**config.mk**
```make
export PLATFORM = sky130hd
export DESIGN_NAME = mtimer_core
export DESIGN_NICKNAME = d
export VERILOG_FILES = /design/src/rtl/mtimer_pkg.sv /design/src/rtl/mtimer_cfg.sv /design/src/rtl/mtimer_tick.sv /design/src/rtl/mtimer_count.sv /design/src/rtl/mtimer_expiry.sv /design/src/rtl/mtimer_core.sv
export SDC_FILE = /design/constraint.sdc
export NUM_CORES = 1
export LEC_CHECK = 0
export BUFFER_PORTS_ARGS = -buffer_cell sky130_fd_sc_hd__buf_4
export CAP_MARGIN = 40
export CORE_ASPECT_RATIO = 0.8
export CORE_MARGIN = 10
export CORE_UTILIZATION = 45
export CTS_BUF_LIST = sky130_fd_sc_hd__clkbuf_16
export CTS_CLUSTER_DIAMETER = 150
export DETAILED_ROUTE_END_ITERATION = 12
export GPL_ROUTABILITY_DRIVEN = 0
export PLACE_DENSITY = 0.62
export SLEW_MARGIN = 40
export SYNTH_ARGS = -nofsm -noshare
export SYNTH_HDL_FRONTEND = slang
export SYNTH_SLANG_ARGS = --single-unit
```
**constraint.sdc**
```tcl
create_clock -name clk_i -period 6.51 [get_ports clk_i]
set_input_delay 0.3255 -clock clk_i [delete_from_list [all_inputs] [get_ports clk_i]]
set_output_delay 0.3255 -clock clk_i [all_outputs]
set_load 0.05 [all_outputs]
```
**src/rtl/mtimer_pkg.sv**
```systemverilog
package mtimer_pkg;
  localparam int unsigned TIME_W = 64;
  localparam int unsigned WORD_W = TIME_W / 2;

  // time plus increment, modulo 2^TIME_W
  function automatic logic [TIME_W-1:0] advance(input logic [TIME_W-1:0] t,
                                                input logic [TIME_W-1:0] inc);
    return t + inc;
  endfunction

  // unsigned expiry test
  function automatic logic reached(input logic [TIME_W-1:0] t,
                                   input logic [TIME_W-1:0] c);
    return t >= c;
  endfunction
endpackage

```
**src/rtl/mtimer_cfg.sv**
```systemverilog
module mtimer_cfg #(
  parameter int unsigned PRE_W  = 12,
  parameter int unsigned STEP_W = 8
) (
  input  logic                          clk_i,
  input  logic                          rst_ni,
  input  logic                          ctrl_wr_i,
  input  logic                          ctrl_active_i,
  input  logic                          ctrl_irq_en_i,
  input  logic                          pre_wr_i,
  input  logic [PRE_W-1:0]              pre_val_i,
  input  logic                          step_wr_i,
  input  logic [STEP_W-1:0]             step_val_i,
  input  logic                          cmp_lo_wr_i,
  input  logic                          cmp_hi_wr_i,
  input  logic [mtimer_pkg::WORD_W-1:0] wdata_i,
  output logic                          active_o,
  output logic                          irq_en_o,
  output logic [PRE_W-1:0]              pre_o,
  output logic [STEP_W-1:0]             step_o,
  output logic [mtimer_pkg::TIME_W-1:0] cmp_o
);
  localparam int unsigned WORD_W = mtimer_pkg::WORD_W;

  logic [1:0] cmp_wr;
  assign cmp_wr = {cmp_hi_wr_i, cmp_lo_wr_i};

  always_ff @(posedge clk_i or negedge rst_ni) begin
    if (!rst_ni) begin
      active_o <= 1'b0;
      irq_en_o <= 1'b0;
      pre_o    <= '0;
      step_o   <= STEP_W'(1);
    end else begin
      if (ctrl_wr_i) begin
        active_o <= ctrl_active_i;
        irq_en_o <= ctrl_irq_en_i;
      end
      if (pre_wr_i)  pre_o  <= pre_val_i;
      if (step_wr_i) step_o <= step_val_i;
    end
  end

  // one register per compare word, reset to all ones
  for (genvar g = 0; g < 2; g++) begin : g_cmp_word
    always_ff @(posedge clk_i or negedge rst_ni) begin
      if (!rst_ni)        cmp_o[g*WORD_W +: WORD_W] <= '1;
      else if (cmp_wr[g]) cmp_o[g*WORD_W +: WORD_W] <= wdata_i;
    end
  end
endmodule

```
**src/rtl/mtimer_tick.sv**
```systemverilog
module mtimer_tick #(
  parameter int unsigned PRE_W = 12
) (
  input  logic             clk_i,
  input  logic             rst_ni,
  input  logic             active_i,
  input  logic [PRE_W-1:0] prescale_i,
  output logic             tick_o,
  output logic [PRE_W-1:0] cnt_o
);
  logic [PRE_W-1:0] cnt_q;

  // >= so a lowered divisor fires at once
  assign tick_o = active_i && (cnt_q >= prescale_i);
  assign cnt_o  = cnt_q;

  always_ff @(posedge clk_i or negedge rst_ni) begin
    if (!rst_ni)                  cnt_q <= '0;
    else if (!active_i || tick_o) cnt_q <= '0;
    else                          cnt_q <= cnt_q + PRE_W'(1);
  end
endmodule

```
**src/rtl/mtimer_count.sv**
```systemverilog
module mtimer_count (
  input  logic                          clk_i,
  input  logic                          rst_ni,
  input  logic                          tick_i,
  input  logic [mtimer_pkg::TIME_W-1:0] inc_i,
  input  logic                          lo_wr_i,
  input  logic                          hi_wr_i,
  input  logic [mtimer_pkg::WORD_W-1:0] wdata_i,
  output logic [mtimer_pkg::TIME_W-1:0] time_o
);
  localparam int unsigned TIME_W = mtimer_pkg::TIME_W;
  localparam int unsigned WORD_W = mtimer_pkg::WORD_W;

  always_ff @(posedge clk_i or negedge rst_ni) begin
    if (!rst_ni) begin
      time_o <= '0;
    end else if (lo_wr_i || hi_wr_i) begin
      if (lo_wr_i) time_o[WORD_W-1:0]      <= wdata_i;
      if (hi_wr_i) time_o[TIME_W-1:WORD_W] <= wdata_i;
    end else if (tick_i) begin
      time_o <= mtimer_pkg::advance(time_o, inc_i);
    end
  end
endmodule

```
**src/rtl/mtimer_expiry.sv**
```systemverilog
module mtimer_expiry (
  input  logic                          clk_i,
  input  logic                          rst_ni,
  input  logic [mtimer_pkg::TIME_W-1:0] time_i,
  input  logic [mtimer_pkg::TIME_W-1:0] cmp_i,
  input  logic                          irq_en_i,
  output logic                          expire_o,
  output logic                          status_o,
  output logic                          irq_o
);
  assign expire_o = mtimer_pkg::reached(time_i, cmp_i);

  always_ff @(posedge clk_i or negedge rst_ni) begin
    if (!rst_ni) status_o <= 1'b0;
    else         status_o <= expire_o;
  end

  assign irq_o = status_o && irq_en_i;
endmodule

```
**src/rtl/mtimer_core.sv**
```systemverilog
module mtimer_core #(
  parameter int unsigned PRE_W  = 12,
  parameter int unsigned STEP_W = 8
) (
  input  logic                          clk_i,
  input  logic                          rst_ni,
  input  logic                          ctrl_wr_i,
  input  logic                          ctrl_active_i,
  input  logic                          ctrl_irq_en_i,
  input  logic                          pre_wr_i,
  input  logic [PRE_W-1:0]              pre_val_i,
  input  logic                          step_wr_i,
  input  logic [STEP_W-1:0]             step_val_i,
  input  logic                          cmp_lo_wr_i,
  input  logic                          cmp_hi_wr_i,
  input  logic                          time_lo_wr_i,
  input  logic                          time_hi_wr_i,
  input  logic [mtimer_pkg::WORD_W-1:0] wdata_i,
  output logic [mtimer_pkg::TIME_W-1:0] time_o,
  output logic                          irq_status_o,
  output logic                          irq_o
);
  localparam int unsigned TIME_W = mtimer_pkg::TIME_W;

  // named internal events, used by the checker
  logic              active_w, irq_en_w, tick_w, expire_w, time_wr_w;
  logic [PRE_W-1:0]  pre_w, cnt_w;
  logic [STEP_W-1:0] step_w;
  logic [TIME_W-1:0] cmp_w, inc_w;

  assign time_wr_w = time_lo_wr_i || time_hi_wr_i;
  assign inc_w     = TIME_W'(step_w);

  mtimer_cfg #(.PRE_W(PRE_W), .STEP_W(STEP_W)) u_cfg (
    .clk_i(clk_i), .rst_ni(rst_ni),
    .ctrl_wr_i(ctrl_wr_i), .ctrl_active_i(ctrl_active_i), .ctrl_irq_en_i(ctrl_irq_en_i),
    .pre_wr_i(pre_wr_i), .pre_val_i(pre_val_i),
    .step_wr_i(step_wr_i), .step_val_i(step_val_i),
    .cmp_lo_wr_i(cmp_lo_wr_i), .cmp_hi_wr_i(cmp_hi_wr_i), .wdata_i(wdata_i),
    .active_o(active_w), .irq_en_o(irq_en_w), .pre_o(pre_w), .step_o(step_w), .cmp_o(cmp_w)
  );

  mtimer_tick #(.PRE_W(PRE_W)) u_tick (
    .clk_i(clk_i), .rst_ni(rst_ni), .active_i(active_w), .prescale_i(pre_w),
    .tick_o(tick_w), .cnt_o(cnt_w)
  );

  mtimer_count u_count (
    .clk_i(clk_i), .rst_ni(rst_ni), .tick_i(tick_w), .inc_i(inc_w),
    .lo_wr_i(time_lo_wr_i), .hi_wr_i(time_hi_wr_i), .wdata_i(wdata_i), .time_o(time_o)
  );

  mtimer_expiry u_exp (
    .clk_i(clk_i), .rst_ni(rst_ni), .time_i(time_o), .cmp_i(cmp_w), .irq_en_i(irq_en_w),
    .expire_o(expire_w), .status_o(irq_status_o), .irq_o(irq_o)
  );
endmodule

```
; Yosys cells after proc, flatten, opt, wreduce, memory -nomap -nowiden
; Cells that the tools add are included.
[classes]
n_addsub = 2
mul = 0
n_div = 0
magnitude_cmp = 2
n_eq_ne = 2
n_shift = 0
n_mux = 5
n_bitwise = 0
reduce_logical = 8
[ops]
columns = operator, count
row1 = $mux W64, 2
row2 = $add A64 B8 Y64, 1
row3 = $ge A64 B64 Y1, 1
row4 = $mux W32, 2
row5 = $add A12 B1 Y12 const B, 1
row6 = $ge A12 B12 Y1, 1
row7 = $mux W12, 1
row8 = $ne A2 B2 Y1 const B, 2
row9 = $reduce_and A2 Y1, 2
row10 = $logic_and A1 B1 Y1, 2
row11 = $logic_or A1 B1 Y1, 2
row12 = $reduce_bool A2 Y1, 1
row13 = $logic_not A1 Y1, 1
[word_totals]
reg_bits = 163
latchBits = 0
ramBits = 0
rom_bits = 0
input_bits = 63
output_inout_bits = 66
elab_cells = 29
mem_count = 0

; Logic depth before layout (Yosys ltp)
[logic_depth]
word_depth = 4
ltp_mapped = 9
depth_no_buf = 9

; Hierarchy
; Synthesis repeated with hierarchy kept, for this count alone.
[hier_totals]
cells_unflattened = 1364
area_unflattened_um2 = 12700.9
[modules_own_cells]
columns = module, instances, cells_each, area_each_um2, seq_area_each_um2
row1 = mtimer_count, 1, 852, 6482.5, 1601.5
row2 = mtimer_cfg, 1, 182, 3582.2, 2233.4
row3 = mtimer_expiry, 1, 226, 1641.6, 25.0
row4 = mtimer_tick, 1, 103, 991.0, 300.3
row5 = mtimer_core, 1, 1, 3.8, 0.0

; Worst setup path after synthesis
; Ideal clock, no wire load.
[synth_path]
path_kind = register -> register
startpoint = reg u_count.time_o[0] (netlist bit)
endpoint = reg u_count.time_o[60] (netlist bit)
setup_time_ns = 0.082
arrival_ns = 3.070
required_time_ns = 6.428
slack_ns = 3.358
path_stages_with_launch = 10
path_buffers = 0
period_less_slack_ns = 3.152
path_cell_list = dfrtp_1 -> ha_1 -> inv_1 -> fa_1 -> and2b_1 -> o2111ai_2 -> a2111oi_4 -> o211ai_1 -> or4_1 -> a31oi_1
[synth_via]
elab_chain_cells = 3
[synth_rtl]
columns = element, line
row1 = start: declaration, mtimer_count.sv:9  ; output logic [mtimer_pkg::TIME_W-1:0] time_o
row2 = start signal: indexed assignment, mtimer_count.sv:18  ; if (lo_wr_i) time_o[WORD_W-1:0] <= wdata_i;
row3 = start signal: indexed assignment, mtimer_count.sv:19  ; if (hi_wr_i) time_o[TIME_W-1:WORD_W] <= wdata_i;
row4 = start signal: assignment, mtimer_count.sv:21  ; time_o <= mtimer_pkg::advance(time_o, inc_i);
row5 = $add A64 B8 Y64, mtimer_pkg.sv:8  ; return t + inc;
row6 = $mux W64, mtimer_count.sv:20  ; end else if (tick_i) begin
row7 = $mux W64, mtimer_count.sv:17  ; end else if (lo_wr_i || hi_wr_i) begin
; No other way between the ends. The select of a mux whose other input is x is not followed.
; A chain may end at the register's enable or synchronous reset.

; Worst setup path in the final report
[layout_path]
startpoint = reg u_cfg.step_o[0]
endpoint = reg u_count.time_o[30] (netlist bit)
[layout_via]
elab_chain_cells = 3
[layout_rtl]
columns = element, line
row1 = start: declaration, mtimer_cfg.sv:20  ; output logic [STEP_W-1:0] step_o,
row2 = start signal: assignment, mtimer_cfg.sv:40  ; if (step_wr_i) step_o <= step_val_i;
row3 = $add A64 B8 Y64, mtimer_pkg.sv:8
row4 = $mux W64, mtimer_count.sv:20
row5 = $mux W64, mtimer_count.sv:17
; No other way between the ends. The select of a mux whose other input is x is not followed.

==> flow_metrics.tcl <==
set metrics [dict create \
    fin_nets 1381 \
    clock_power_share 0.321 \
    hold_path_class "in2reg" \
    use_met2 0.3191 \
    synth_edf_count 0 \
    met1_usage 0.3200 \
    drive_gt1_frac 0.2104 \
    post-route-min-period_ps 3465 \
    cp.arrival_ps 3810 \
    diodes 0 \
    grt_pass1_wl_um 51560 \
    avgRoutedWirePerCell_um 21.06 \
    cts.sinks 163 \
    critPathRequiredTime_ps 6860 \
    p_leak_nw 5.122 \
    vias 9155 \
    root_buffer "clkbuf_16" \
    routed_wl_um 32660 \
    drv_cap 0 \
    power.internal_w 0.001953 \
    path_class "reg2reg" \
    grt_util_met3 0.06652 \
    grt_busiest_layer "met1" \
    slew-limit-headroom 0.4318 \
    grt_pass1_vias 8859 \
    syn_nets 1282 \
    crit_path_end_kind "register" \
    power.density_mw_per_mm2 258.2 \
    initial_core_util 0.4543 \
    dr.first_iter.drc_count 885 \
    rows 49 \
    cts-buffers-inserted 17 \
    setup_ws_ps 3045 \
    htreeDepth 4 \
    port_buffers 128 \
    power_frac_seq 0.404 \
    antenna_found_initial 0 \
    die_y_um 154.3 \
    status "completed" \
    peakVddDrop_mv 0.1244 \
    fin_crit_sh 0.5322 \
    first_pass_iters 6 \
    syn_area_mm2 0.01014 \
    syn-instance-count 1133 \
    fp.dieW_um 187.8 \
    avgViaCountPerCell 5.903 \
    grt_max_degree 93 \
    rsz0062_at_grt "no" \
    avgSynthCellArea_um2 8.948 \
    worstPathMaxFanout 10 \
    seq_area_frac_synth 0.4103 \
    dp_hpwl_um 23870 \
    drc 0 \
    p_comb_frac 0.275 \
    maxSlewViolCount 0 \
    coreArea_mm2 0.02232 \
    skew_ps 11.55 \
    start_kind "register" \
    fmax_ghz 0.2886 \
    p_switching_w 0.001122 \
    yosysWarningCount 0 \
    synth_cell_types 75 \
    clk_path_buf_depth 2 \
    io_pins 129 \
    grt_overflow 0 \
    tightest_slew_ps 844.5 \
    hold_violations 0 \
    synth_flop_cell "dfrtp_1" \
    synthArstFlopShare 1.000 \
    setup_viol 0 \
    tritoncts "built" \
    dp_slack_ps 3140 \
    ys_ff_latch 163 \
    syn_to_final_growth_pct 17.46 \
    grt.total_usage 0.2240 \
    p_sw_frac 0.3648 \
    die_area_mm2 0.02897 \
    clk_latency_ps 440 \
    postRouteAntennaNets 0 \
    timing.setup.tns_ps 0 \
    path_clk_slew_ps 70 \
]
==> metal layers <==
metal / routed length (µm) / share of wire
met5: 0 / 0
met4: 498 / 0.015
met2: 13750 / 0.42
met1: 15230 / 0.47
met3: 3185 / 0.098
==> kinds of logic after synthesis <==
kind of cell             Yosys count  share of synthesized area
XOR/XNOR                          17                    0.01469
buffers and inverters            140                    0.05294
adder cells (fa/ha/maj)           86                     0.1069
multiplexers                      11                    0.01222
AO/OA/AOI/OAI                    336                     0.2179
flip-flops                       163                     0.4103
AND/OR/NAND/NOR                  380                     0.1850
==> synth_stat cells, types with 7 or more instances <==
cell type,n,area share
a31oi_1,21,0.013
o21ai_0,108,0.053
or4_1,10,0.0074
and2_1,9,0.0056
nand2_1,151,0.056
nor3_1,17,0.0084
nand4_1,21,0.013
a21oi_1,68,0.034
xnor2_1,11,0.0095
nand3_1,35,0.017
or3_1,7,0.0043
o21a_1,7,0.0052
a21o_1,16,0.012
o31ai_1,8,0.0059
o22ai_1,11,0.0068
a211oi_1,7,0.0052
mux2_2,11,0.012
nand2b_1,7,0.0043
and4_1,10,0.0086
dfstp_2,65,0.17
clkbuf_1,48,0.018
nor4_1,7,0.0043
o211ai_1,20,0.015
and3_1,13,0.0080
inv_1,87,0.032
ha_1,85,0.10
dfrtp_1,98,0.24
nor2_1,74,0.027
==> placed cells by master (no fill, tap or decap), types with 4 or more instances in the layout <==
cell type,count
nand2_1,151
buf_4,130
o21ai_0,108
dfrtp_1,98
inv_1,87
ha_1,85
nor2_1,73
a21oi_1,66
dfstp_2,65
nand3_1,35
nand4_1,21
a31oi_1,21
o211ai_1,20
nor3_1,17
clkbuf_16,17
a21o_1,16
and3_1,13
xnor2_1,11
o22ai_1,11
mux2_2,11
and4_1,10
or4_1,10
and2_1,9
o31ai_1,8
nand2b_1,7
o21a_1,7
or3_1,7
nor4_1,7
xor2_1,6
a211oi_1,6
a311oi_1,6
o32a_1,6
o2111ai_1,5
o22a_1,4
o31a_1,4
clkinvlp_4,4
inv_6,4
==> power groups by stage <==
stage / Clock [W] / Sequential [W] / Combinational (W)
global placement: 0 / 0.00126 / 0.000828
CTS: 0.00100 / 0.00124 / 0.000845
floorplan: 0 / 0.00138 / 0.000404
detailed placement: 0 / 0.00126 / 0.000841
finish: 0.000986 / 0.00124 / 0.000846
global route: 0.00105 / 0.00126 / 0.000934
==> cell type report <==
cell class                 count  area (µm²)
timing repair buffer         133        1012
tap                          306       382.9
inverter                      87       326.6
sequential                   163        4160
fill                        2135       10410
multi-input combinational    830        5469
clock inverter                15       132.6
clock buffer                  17       425.4
==> flip-flops by register name, summed over array words and instances, names as in the netlist <==
name and cells:
u_cfg.active_o 1, u_cfg.cmp_o 64, u_cfg.irq_en_o 1, u_cfg.pre_o 12, u_cfg.step_o 8, u_count.time_o 64
u_exp.status_o 1, u_tick.cnt_o 12
==> worst paths after layout <==
path	start	endpoint	slack, ps	depth (start not counted)
worst max-delay path	u_cfg.step_o[0]	u_count.time_o[30]	3050	9
worst min register to register	u_cfg.irq_en_o	u_cfg.irq_en_o	500	1
worst max register to register	u_cfg.step_o[0]	u_count.time_o[30]	3050	9
worst min-delay path	pre_val_i[5]	u_cfg.pre_o[5]	90	3
min in group asynchronous	rst_ni	u_cfg.pre_o[10]	490	2
max in group asynchronous	rst_ni	u_count.time_o[50]	4830	3
==> metrics by stage <==
step,util,total power (W),hold slack (ps),instances,area [µm²]
2_1_floorplan,-,0.001789,29.91,1133,10140
4_1_cts,0.5334,0.003088,80.21,1551,11900
5_1_grt,0.5336,0.003237,90.34,1551,11910
3_5_place_dp,0.5080,0.002099,399.4,1518,11340
6_report,0.5336,0.003075,90.97,1551,11910
3_3_place_gp,0.5072,0.002084,474.2,1518,11320
==> worst max-delay path: stages, from the launching register on <==
cell and delay, ps:
dfstp_2 530, ha_1 180, inv_1 60, fa_1 380, and2b_1 260, o2111ai_2 240
a2111oi_4 820, o21ai_1 300, o41a_1 430, o211ai_1 180
==> what timing repair did <==
action                    CTS  global route
setup buffers               0             0
hold buffers                1             0
gates resized for setup     0             0
hold endpoints to repair   55             0
No activity file was read; power rests on OpenSTA's default activity.
